### src/rtl/adc_trig_pkg.sv
package adc_trig_pkg;

    localparam int SRC_W    = 5;
    localparam int EVT_W    = 1 << SRC_W;
    localparam int CTL_W    = 14;
    localparam int CMD_LSB  = 0;
    localparam int SRC_LSB  = 8;
    localparam int POL_BIT  = 13;
    localparam int QUIET_LO = 7;
    localparam int QUIET_HI = 10;

    typedef enum logic [1:0] {
        CMD_DIS   = 2'd0,
        CMD_EN    = 2'd1,
        CMD_RSVD  = 2'd2,
        CMD_FLUSH = 2'd3
    } cmd_e;

    typedef struct packed {
        logic             pol;
        logic [SRC_W-1:0] src;
        cmd_e             cmd;
    } ctl_t;

    function automatic logic src_is_quiet(input logic [SRC_W-1:0] s);
        return (int'(s) >= QUIET_LO) && (int'(s) <= QUIET_HI);
    endfunction

    function automatic ctl_t unpack_ctl(input logic [CTL_W-1:0] w);
        ctl_t c;
        c.pol = w[POL_BIT];
        c.src = w[SRC_LSB +: SRC_W];
        c.cmd = cmd_e'(w[CMD_LSB +: 2]);
        return c;
    endfunction

    function automatic logic [CTL_W-1:0] pack_ctl(input ctl_t c);
        logic [CTL_W-1:0] w;
        w = '0;
        w[POL_BIT]           = c.pol;
        w[SRC_LSB +: SRC_W]  = c.src;
        w[CMD_LSB +: 2]      = c.cmd;
        return w;
    endfunction

endpackage

### src/rtl/adc_evt_sync.sv
module adc_evt_sync #(
    parameter int WIDTH  = 32,
    parameter int STAGES = 2
) (
    input  logic             clk,
    input  logic             rst,
    input  logic [WIDTH-1:0] async_in,
    output logic [WIDTH-1:0] sync_out
);
    logic [WIDTH-1:0] stg [STAGES];

    always_ff @(posedge clk) begin
        if (rst) stg[0] <= '0;
        else     stg[0] <= async_in;
    end

    for (genvar i = 1; i < STAGES; i++) begin : g_stage
        always_ff @(posedge clk) begin
            if (rst) stg[i] <= '0;
            else     stg[i] <= stg[i-1];
        end
    end

    assign sync_out = stg[STAGES-1];
endmodule

### src/rtl/adc_ctl_regs.sv
module adc_ctl_regs
    import adc_trig_pkg::*;
(
    input  logic             clk,
    input  logic             rst,
    input  logic             wr_en,
    input  logic [CTL_W-1:0] wr_data,
    output ctl_t             ctl,
    output logic             flush_pulse,
    output logic             hist_clr
);
    ctl_t nxt;
    logic unused_bits;

    assign nxt         = unpack_ctl(wr_data);
    assign unused_bits = ^wr_data[SRC_LSB-1:2];
    assign hist_clr    = wr_en && ((nxt.src != ctl.src) || (nxt.pol != ctl.pol));

    always_ff @(posedge clk) begin
        if (rst) begin
            ctl         <= '{pol: 1'b0, src: '0, cmd: CMD_DIS};
            flush_pulse <= 1'b0;
        end else begin
            flush_pulse <= wr_en && (nxt.cmd == CMD_FLUSH);
            if (wr_en) ctl <= nxt;
        end
    end
endmodule

### src/rtl/adc_edge_det.sv
module adc_edge_det (
    input  logic clk,
    input  logic rst,
    input  logic lvl,
    input  logic fall_sel,
    input  logic clr,
    input  logic blocked,
    output logic hit
);
    logic prev;
    logic valid;

    always_ff @(posedge clk) begin
        if (rst || clr) begin
            prev  <= 1'b0;
            valid <= 1'b0;
        end else begin
            prev  <= lvl;
            valid <= 1'b1;
        end
    end

    assign hit = valid && !blocked &&
                 (fall_sel ? (prev && !lvl) : (!prev && lvl));
endmodule

### src/rtl/adc_start_ctrl.sv
module adc_start_ctrl
    import adc_trig_pkg::*;
#(
    parameter int SYNC_STAGES = 2
) (
    input  logic             clk,
    input  logic             rst,
    input  logic [EVT_W-1:0] evt_bus,
    input  logic             ctl_wr_en,
    input  logic [CTL_W-1:0] ctl_wr_data,
    input  logic             trig_wr_en,
    input  logic             trig_wr_data,
    output logic [CTL_W-1:0] ctl_rd_data,
    output logic             conv_start,
    output logic             if_enable,
    output logic             fifo_flush
);
    ctl_t             ctl;
    logic             hist_clr;
    logic [EVT_W-1:0] evt_sync;
    logic             sel_lvl;
    logic             edge_hit;
    logic             man_req;
    logic             start_q;

    adc_ctl_regs u_regs (
        .clk         (clk),
        .rst         (rst),
        .wr_en       (ctl_wr_en),
        .wr_data     (ctl_wr_data),
        .ctl         (ctl),
        .flush_pulse (fifo_flush),
        .hist_clr    (hist_clr)
    );

    adc_evt_sync #(.WIDTH(EVT_W), .STAGES(SYNC_STAGES)) u_sync (
        .clk      (clk),
        .rst      (rst),
        .async_in (evt_bus),
        .sync_out (evt_sync)
    );

    assign sel_lvl = evt_sync[ctl.src];

    adc_edge_det u_edge (
        .clk      (clk),
        .rst      (rst),
        .lvl      (sel_lvl),
        .fall_sel (ctl.pol),
        .clr      (hist_clr),
        .blocked  (src_is_quiet(ctl.src)),
        .hit      (edge_hit)
    );

    assign man_req   = trig_wr_en && trig_wr_data;
    assign if_enable = (ctl.cmd == CMD_EN);

    always_ff @(posedge clk) begin
        if (rst) start_q <= 1'b0;
        else     start_q <= if_enable && (edge_hit || man_req);
    end

    assign conv_start  = start_q;
    assign ctl_rd_data = pack_ctl(ctl);
endmodule

### config.mk
export PLATFORM = sky130hd
export DESIGN_NAME = adc_start_ctrl
export DESIGN_NICKNAME = d
export VERILOG_FILES = /design/src/rtl/adc_trig_pkg.sv /design/src/rtl/adc_evt_sync.sv /design/src/rtl/adc_ctl_regs.sv /design/src/rtl/adc_edge_det.sv /design/src/rtl/adc_start_ctrl.sv
export SDC_FILE = /design/constraint.sdc
export NUM_CORES = 1
export LEC_CHECK = 0
export BUFFER_PORTS_ARGS = -buffer_cell sky130_fd_sc_hd__buf_2
export CAP_MARGIN = 20
export CORE_MARGIN = 3
export CORE_UTILIZATION = 50
export CTS_BUF_LIST = sky130_fd_sc_hd__clkbuf_2
export CTS_CLUSTER_SIZE = 20
export DETAILED_ROUTE_END_ITERATION = 7
export PLACE_DENSITY = 0.76
export SYNTH_ARGS = -nofsm -noshare
export SYNTH_HDL_FRONTEND = slang
export SYNTH_SLANG_ARGS = --single-unit
### constraint.sdc
create_clock -name clk -period 2.1 [get_ports clk]
set_input_delay 0.21 -clock clk [delete_from_list [all_inputs] [get_ports clk]]
set_output_delay 0.21 -clock clk [all_outputs]
set_load 0.02 [all_outputs]
==> Yosys cells after proc, flatten, opt, wreduce, memory -nomap -nowiden <==
Memories as Yosys holds them, arrays and structs flattened.
Index checks and enable logic that the tools add are counted.
{ "op_classes": {"n_lt_le_gt_ge": 3, "eq_ne": 4, "n_mux": 9, "bitwise": 2, "reduce_logical": 15} }
{ "ops": {"columns": ["operator", "n"], "rows": [
  ["two-way mux 32 bit", 2],
  ["logical AND 1 bit", 9],
  ["less-than comparator 5 x 6 -> 1 bit, second input constant", 1],
  ["two-way mux 1 bit", 6],
  ["binary-select mux 1 bit (select 5 bit)", 1],
  [">= comparator 5 x 3 -> 1 bit, second input constant", 1],
  ["<= comparator 5 x 4 -> 1 bit, second input constant", 1],
  ["!= test 5 bit", 1],
  ["zero test 1 bit", 3],
  ["logical OR 1 bit", 3],
  ["== test 2 x 1 -> 1 bit, second input constant", 1],
  ["== test 2 bit, second input constant", 1],
  ["bitwise OR 1 bit", 2],
  ["!= test 1 bit", 1]
]} }
{ "word_totals": {"register_bits": 12, "ram_bits": 64, "output_inout_bits": 17, "n_memories": 1} }
{ "mem_list": {"columns": ["name", "depth", "word_bits", "rd", "rd_clocked_by_memory_dff", "wr", "line_no", "text"], "rows": [
  ["u_sync.stg", 2, 32, 2, 0, 2, "adc_evt_sync.sv:10", "logic [WIDTH-1:0] stg [STAGES];"]
]} }

==> Logic depth before layout (Yosys ltp) <==
Gate-level depths: netlist of run 1.
An unclocked memory read counts as a cell.
{ "logic_depth": {"depth_word": 9, "ltp_mapped": 8} }

==> Cells and area by module <==
A second synthesis of run 1 with hierarchy kept.
{ "hier_totals": {"cells_unflattened": 236, "hier_area_um2": 2811.4} }
{ "modules_own_cells": {"columns": ["module", "n_inst", "cells_per_inst", "area_per_inst_um2", "seq_area_each_um2"], "rows": [
  ["adc_evt_sync", 1, 135, 1918.1, 1281.2],
  ["adc_start_ctrl", 1, 56, 437.9, 20.0],
  ["adc_ctl_regs", 1, 37, 377.9, 180.2],
  ["adc_edge_det", 1, 8, 77.6, 40.0]
]} }

==> Worst setup path before layout of run 1 <==
Ideal clock, no wire load.
{ "synth_path": {"path_type": "reg-to-reg", "start": "reg u_regs.ctl[0] (netlist name)", "end": "reg start_q (netlist: conv_start)", "setup_time_ns": 0.079, "arrival_ns": 1.669, "required_time_ns": 2.021, "slack_ns": 0.352, "stages_incl_launch_ff": 6, "n_path_buf": 0, "path_cell_list": "dfxtp_1 -> nor2b_1 -> nand2b_1 -> or4_1 -> a21o_1 -> o211ai_1"} }
{ "synth_between": {"elab_chain_cells": 2} }
{ "synth_lines": {"columns": ["item", "line_no", "text"], "rows": [
  ["== test 2 x 1 -> 1 bit", "adc_start_ctrl.sv:56", "assign if_enable = (ctl.cmd == CMD_EN);"],
  ["named net if_enable", "adc_start_ctrl.sv:15", "output logic if_enable,"],
  ["logical AND 1 bit", "adc_start_ctrl.sv:60", "else start_q <= if_enable && (edge_hit || man_req);"],
  ["to (signal assigned)", "adc_start_ctrl.sv:60", null],
  ["to (decl)", "adc_start_ctrl.sv:24", "logic start_q;"]
]} }
The timed path passes the listed nets, and every way through them passes these cells.
A chain may end at the register's enable or synchronous reset.

==> Worst setup path in the final report of run 1 <==
{ "layout_path": {"start": "reg u_regs.ctl[4] (netlist name)", "end": "reg start_q (netlist: conv_start)"} }
{ "layout_between": {"elab_chain_cells": 8, "word_cells_on_any_way": 14} }
{ "layout_lines": {"columns": ["item", "line_no", "text"], "rows": [
  ["binary-select mux 1 bit (select 5 bit)", "adc_start_ctrl.sv:43", "assign sel_lvl = evt_sync[ctl.src];"],
  ["two-way mux 1 bit (implied by the code)", "adc_start_ctrl.sv:43", null],
  ["zero test 1 bit", "adc_edge_det.sv:24", "(fall_sel ? (prev && !lvl) : (!prev && lvl));"],
  ["logical AND 1 bit", "adc_edge_det.sv:24", null],
  ["two-way mux 1 bit", "adc_edge_det.sv:24", null],
  ["logical AND 1 bit (*)", "adc_edge_det.sv:23", "assign hit = valid && !blocked &&"],
  ["logical OR 1 bit (*)", "adc_start_ctrl.sv:60", null],
  ["logical AND 1 bit (*)", "adc_start_ctrl.sv:60", null]
]} }
Mark *: on every way between the ends. The rest lies on a longest branch, timed or not. The select of a mux whose other input is x is not followed.

==> qor_table.md, run 1 <==
| Metric | Value | Unit |
|---|---|---|
| Avg Vias per Cell | 4.44 | - |
| GPL Wtd Cong | 0.783 | - |
| Quantity of I/O buffers inserted on ports | 55 | - |
| Worst vdd ir | 394 | uV |
| Global-route usage over all layers | 16.0 | % |
| Die area | 0.00616 | sq mm |
| Slew HR | 54.6 | % |
| Worst Tran Pin Value | 681 | ps |
| Number of slew-limit violations in the final report | 0 | - |
| Achievable clock frequency | 563 | MHz |
| Pin count of the biggest net entering global routing | 75 | - |
| Clock tree from TritonCTS | done | - |
| Longest Clk Path Bufs | 2 | - |
| Wire length of the first global-routing pass | 7500 | microns |
| Hold_buf cts | 43 | - |
| Clock skew | 8.43 | ps |
| Remaining antenna violation count after routing | 0 | - |
| Element type at the critical path end | flip-flop | - |
| Hold crit path type | in -> reg | - |
| Number of global-route vias before repair | 1695 | - |
| Avg Synthesized Cell Area | 10.9 | sq um |
| Pwr Density | 708 | mW/mm^2 |
| Final cell utilization of the core | 69.5 | % |
| Period Utilization, post-route | 84.5 | % |
| Vertical die dimension | 78.5 | microns |
| Average wire length per cell after detail routing | 11.1 | microns |
| Clock latency reported for the late side of the worst-skew pair | 470 | ps |
| Arr. time, crit path | 2160 | ps |
| Required time at the endpoint of the critical path | 2480 | ps |
| Clock Tree Root | clkbuf_2 | - |
| Critical Path Source Type | flip-flop | - |
| Total inserted antenna cells | 0 | - |
| Cts repair resizes | 0 | - |
| Synthesis-stage register bit count | 76 | - |
| Status | finished, final reports clean | - |
| Share of the yosys chip area belonging to registers | 57.9 | % |
| H-tree depth reported by CTS | 3 | - |
| WS Path Type | reg -> reg | - |
| Count of boundary I/O pins | 68 | - |
| Post-synth EDFFs | 0 | - |
| Die extent in x | 78.5 | microns |
| Path depth of the worst reg2reg path | 6 | - |
| Async set-reset flop share out of synthesis | 0 | % |
| Ys Warns | 0 | - |
| Initial antenna violation count | 0 | - |
| Post-synth top flop | dfxtp_1 | - |
| Starting utilization of the core area | 53.5 | % |
| Number of iterations in the first detailed-routing pass | 5 | - |
| Initial detailed-routing violation count | 102 | - |
| Clock transition at the registers of the reported paths | 180 | ps |
| Vias | 1816 | - |
| Setup Total Neg Slack | 0 | ps |
| Leakage Power | 1.47 | nW |
| Setup Buffers After CTS | 0 | - |
| RSZ-0062 raised after global routing | false | - |
| Largest fanout on the critical path | 12 | - |
| Number of buffers added by the clock tree synthesis step | 9 | - |
| Area growth from synthesis to final layout | 29.9 | % |
| Post-synthesis cell type count | 31 | - |
| Number of nets at the end of the flow | 388 | - |
| Post-Syn Area | 0.00263 | sq mm |
| Site Rows | 25 | - |
| Final Hold Violating Endpoints | 0 | - |
| Overflow after GRT | 0 | - |
| Count of final setup violators | 0 | - |
| Fraction of layout instances using a drive strength above 1 | 20.8 | % |
| Count of unresolved DRC violations after routing | 0 | - |
| Total detailed-routing wirelength | 4540 | microns |
| Power, Total | 2.42 | mW |
| Min-Delay Path Depth | 3 | - |
| Post-Syn Instances | 242 | - |
| Detail Placement HPWL | 2600 | microns |
| Number of sinks on the clock net | 76 | - |
| Core region area | 0.00491 | sq mm |
| # Max-Cap Violations | 0 | - |
| Shortest period the worst path allows | 1770 | ps |
## critical path, cell delays in order, from the launching register on
cell	delay, ps
dfxtp_1	580
nor2b_1	350
nand2_1	90
and3_1	150
a31oi_1	260
a21o_1	170
o211ai_1	80
## placed cells by master (no fill, tap or decap), types with 3 or more instances in the layout
cell,synthesis,layout
clkinv_2,0,3
and3_1,3,3
mux2i_1,23,23
nand3_1,3,3
nor2b_1,66,66
nor2_1,8,8
dfxtp_1,76,76
nand2_1,9,9
dlygate4sd3_1,0,43
clkinv_1,0,3
buf_2,1,55
a31oi_1,3,3
clkbuf_2,0,9
a22oi_1,4,4
conb_1,1,6
xor2_1,4,4
## cells by family after synthesis
group / Yosys count / synth area share (%)
buf+inv: 22 / 5.05
simple gates: 98 / 21.9
compound gates: 16 / 4.29
flops: 76 / 57.9
other cells: 1 / 0.143
mux: 23 / 8.76
xor+xnor: 6 / 2.00
## stage by stage
| step | instance area, sq um | worst slack [ps] | hold slack (ps) | cells |
|---|---|---|---|---|
| finish | 3410 | 325 | 91.8 | 409 |
| global route | 3410 | 192 | 77.5 | 409 |
| CTS | 3410 | 339 | 21.6 | 409 |
| detailed placement | 2900 | 376 | 422 | 350 |
| global placement | 2900 | 403 | 418 | 350 |
| floorplan | 2650 | 352 | 338 | 247 |
## state kept, by name, summed over array words and instances, names as in the netlist
name,cells
u_regs.flush_pulse,1
conv_start,1
u_edge.valid,1
u_edge.prev,1
u_regs.ctl,8
u_sync.stg,64
## synthesized netlist by cell type (all sizes together), types with 2 or more instances
cell type / instances / share of area [%]
a21oi: 3 / 0.71
a22oi: 4 / 1.1
a311oi: 2 / 0.67
a31oi: 3 / 0.71
and2b: 2 / 0.57
and3: 3 / 0.71
buf: 12 / 3.6
clkbuf: 9 / 1.3
dfxtp: 76 / 58
mux2i: 23 / 8.8
nand2: 9 / 1.3
nand2b: 2 / 0.48
nand3: 3 / 0.57
nor2: 8 / 1.1
nor2b: 66 / 16
xnor2: 2 / 0.67
xor2: 4 / 1.3
## worst paths after layout
path	to	slack, ps	start
setup / recovery	conv_start	330	u_regs.ctl[4]
hold reg to reg	u_sync.stg[1][19]	450	u_sync.stg[0][19]
setup reg to reg	conv_start	330	u_regs.ctl[4]
hold / removal	conv_start	90	rst
## power breakdown
| group | switching [mW] | total, mW | internal, mW |
|---|---|---|---|
| registers | 0.0272 | 1.54 | 1.51 |
| logic | 0.127 | 0.292 | 0.165 |
| clock network | 0.447 | 0.586 | 0.138 |
| total | 0.601 | 2.42 | 1.81 |
## routing by layer
layer	GRT usage (%)	vias to the layer above	part of all wire [%]
met3	6.31	2	6.4
li1	-	959	-
met5	0	-	0
met4	6.82	0	0.46
met1	18.4	804	45
met2	26.3	51	48
## area by class of cell
class                      instances  area, sq um
clock buffer                       9         45.0
timing repair buffer             100          733
clock inverter                     7         33.8
sequential                        76         1520
fill                             375         1500
inverter                           1         3.75
multi-input combinational        149          992
tap                               67         83.8
Power figures use the tool's default switching activity.
==> run 2: changes to the inputs <==
CORE_UTILIZATION = 49   (was 50)
PLACE_DENSITY = 0.78   (was 0.76)
clock period = 1.55 ns   (was 2.1 ns; I/O delays follow)
==> run 2 against run 1 <==
Effect of this change: the run now ends with setup timing left; cell count is 2.0% higher; cell area is 4.8% higher; combinational power is 46% higher; sequential power is 36% higher; power is 51% higher; fmax is 8.2% higher; largest cell class unchanged; clock skew is 13 ps higher; global-route usage is 0.19 points higher; clock-buffer cell count stayed put; clock power is 93% higher; via count is 1.7% higher.
==> qor_table.md, run 2 (synthesis gave the netlist of run 1 again) <==
| Metric | Value | Unit |
|---|---|---|
| # placed instances | 356 | - |
| Status | finished with violations | - |
| Count of final setup violators | 1 | - |
| Achievable clock frequency | 610 | MHz |
| Period Utilization, post-route | 106 | % |
| Number of global-route vias before repair | 1766 | - |
| Part of the power in registers | 57.4 | % |
| Average wire length per cell after detail routing | 11.6 | microns |
| Worst vdd ir | 654 | uV |
| Hold Slack | 43.9 | ps |
| Final Hold Violating Endpoints | 0 | - |
| Most frequent cells in the layout | 71 x dfxtp_1, 65 x nor2b_1, 54 x buf_2, 43 x dlygate4sd3_1, 22 x mux2i_1 | - |
| Arr. time, crit path | 2060 | ps |
| Clock skew | 21.5 | ps |
| Power, Total | 3.65 | mW |
| Critical Path Source Type | flip-flop | - |
| Storage element area | 0.00153 | sq mm |
| Longest Clk Path Bufs | 2 | - |
| Area occupied by multi-input gates | 0.00104 | sq mm |
| Pwr Density | 1020 | mW/mm^2 |
| Die area | 0.00628 | sq mm |
| Die extent in x | 79.2 | microns |
| Vias | 1847 | - |
| Pin count of the biggest net entering global routing | 75 | - |
| GPL Wtd Cong | 0.815 | - |
| Number of slew-limit violations in the final report | 0 | - |
| Fillcell total | 381 | - |
| Instance area after placement | 0.00293 | sq mm |
| Number of nets at the end of the flow | 394 | - |
| Global-route usage over all layers | 16.2 | % |
| Element type at the critical path end | flip-flop | - |
| # Max-Cap Violations | 0 | - |
| Detail Placement HPWL | 2710 | microns |
| Shortest period the worst path allows | 1640 | ps |
| Fraction of layout instances using a drive strength above 1 | 25.6 | % |
| Clock tree from TritonCTS | done | - |
| Core region area | 0.00514 | sq mm |
| Clock transition at the registers of the reported paths | 190 | ps |
| Site Rows | 26 | - |
| Worst setup slack after layout | -90.1 | ps |
| Total inserted antenna cells | 0 | - |
| Initial antenna violation count | 0 | - |
| Avg Vias per Cell | 4.43 | - |
| Minimum setup slack among reg-to-reg paths | -90 | ps |
| Worst setup slack before clock tree synthesis | -97.0 | ps |
| Largest fanout on the critical path | 9 | - |
| Combinational fraction of design power | 11.7 | % |
| Worst Tran Pin Value | 684 | ps |
| Number of buffers added by the clock tree synthesis step | 9 | - |
| Proportion of power drawn by the clock network | 30.9 | % |
| Overflow after GRT | 0 | - |
| Remaining antenna violation count after routing | 0 | - |
| Final non-filler cell total | 417 | - |
| Area growth from synthesis to final layout | 36.1 | % |
| RSZ-0062 raised after global routing | true | - |
| Cell-internal power | 2.81 | mW |
| Count of unresolved DRC violations after routing | 0 | - |
| Vertical die dimension | 79.2 | microns |
| Number of sinks on the clock net | 76 | - |
| H-tree depth reported by CTS | 3 | - |
| Starting utilization of the core area | 51.1 | % |
| Number of iterations in the first detailed-routing pass | 4 | - |
| Layout Cell Area excl Fill | 0.00358 | sq mm |
| Switching portion of total power | 22.9 | % |
| Wire length of the first global-routing pass | 7710 | microns |
| Final cell utilization of the core | 69.6 | % |
| Required time at the endpoint of the critical path | 1970 | ps |
| Slew HR | 54.4 | % |
| Violations in the final reports | setup timing | - |
| Clock latency reported for the late side of the worst-skew pair | 470 | ps |
| Registers with the most flip-flops | u_sync.stg: 64 flops, u_regs.ctl: 8 flops | - |
| Quantity of I/O buffers inserted on ports | 55 | - |
| Switching component of the power | 836 | uW |
| Top register by number of flip-flops | u_sync.stg | - |
| Hold crit path type | in -> reg | - |
| Setup Total Neg Slack | -90.1 | ps |
| Initial detailed-routing violation count | 38 | - |
| Clock Tree Root | clkbuf_2 | - |
| Largest register FFs | 64 | - |
| Most common cell after layout, fill and taps aside | dfxtp_1 | - |
| Count of boundary I/O pins | 68 | - |
| WS Path Type | reg -> reg | - |
| Total detailed-routing wirelength | 4850 | microns |
| Leakage Power | 1.54 | nW |
-- run 2: cell types whose count changed in the layout (fill, tap and decap cells not counted), sizes merged --
cell / change
buf: +6
clkinvlp: -1
bufinv: +2
clkinv: -2
-- run 2: layout make-up --
type | instances | area share, %
sequential | 76 | 42.8
multi-input combinational | 149 | 29.0
timing repair buffer | 106 | 22.2
tap | 70 | 2.45
clock inverter | 6 | 2.24
clock buffer | 9 | 1.26
inverter | 1 | 0.105
-- run 2: critical path, stage by stage (launching register included) --
cell and delay, ps:
dfxtp_4 400, buf_12 150, mux2i_4 180, a311oi_1 300
and3_1 220, a31oi_2 60, a21o_1 200, o211ai_1 80
-- run 2: worst paths after layout --
check        cells past startpoint                 to               from
max                              7         conv_start      u_regs.ctl[3]
min reg2reg                      1  u_sync.stg[1][18]  u_sync.stg[0][18]
min                              3         conv_start                rst
max reg2reg                      7         conv_start      u_regs.ctl[3]
-- run 2: power by group through the flow --
stage	Combinational [mW]	Sequential, mW	Clock (mW)
floorplan	0.232	2.13	0
detailed placement	0.304	2.14	0
global route	0.470	2.10	1.22
CTS	0.410	2.09	1.15
finish	0.427	2.09	1.13
global placement	0.298	2.14	0
-- run 2: timing repair --
item,in CTS,in global routing
setup buffers,3,0
pin swaps,0,1
hold endpoints to repair,43,0
setup endpoints to repair,3,3
hold buffers,43,0
resized for setup,2,8
-- run 2: layer usage --
metal / vias up / GRT usage [%] / wire length (microns)
met5: - / 0 / 0
met4: 0 / 7.22 / 64
met3: 6 / 5.44 / 305
met2: 52 / 27.5 / 2390
met1: 819 / 18.3 / 2090
li1: 970 / - / -
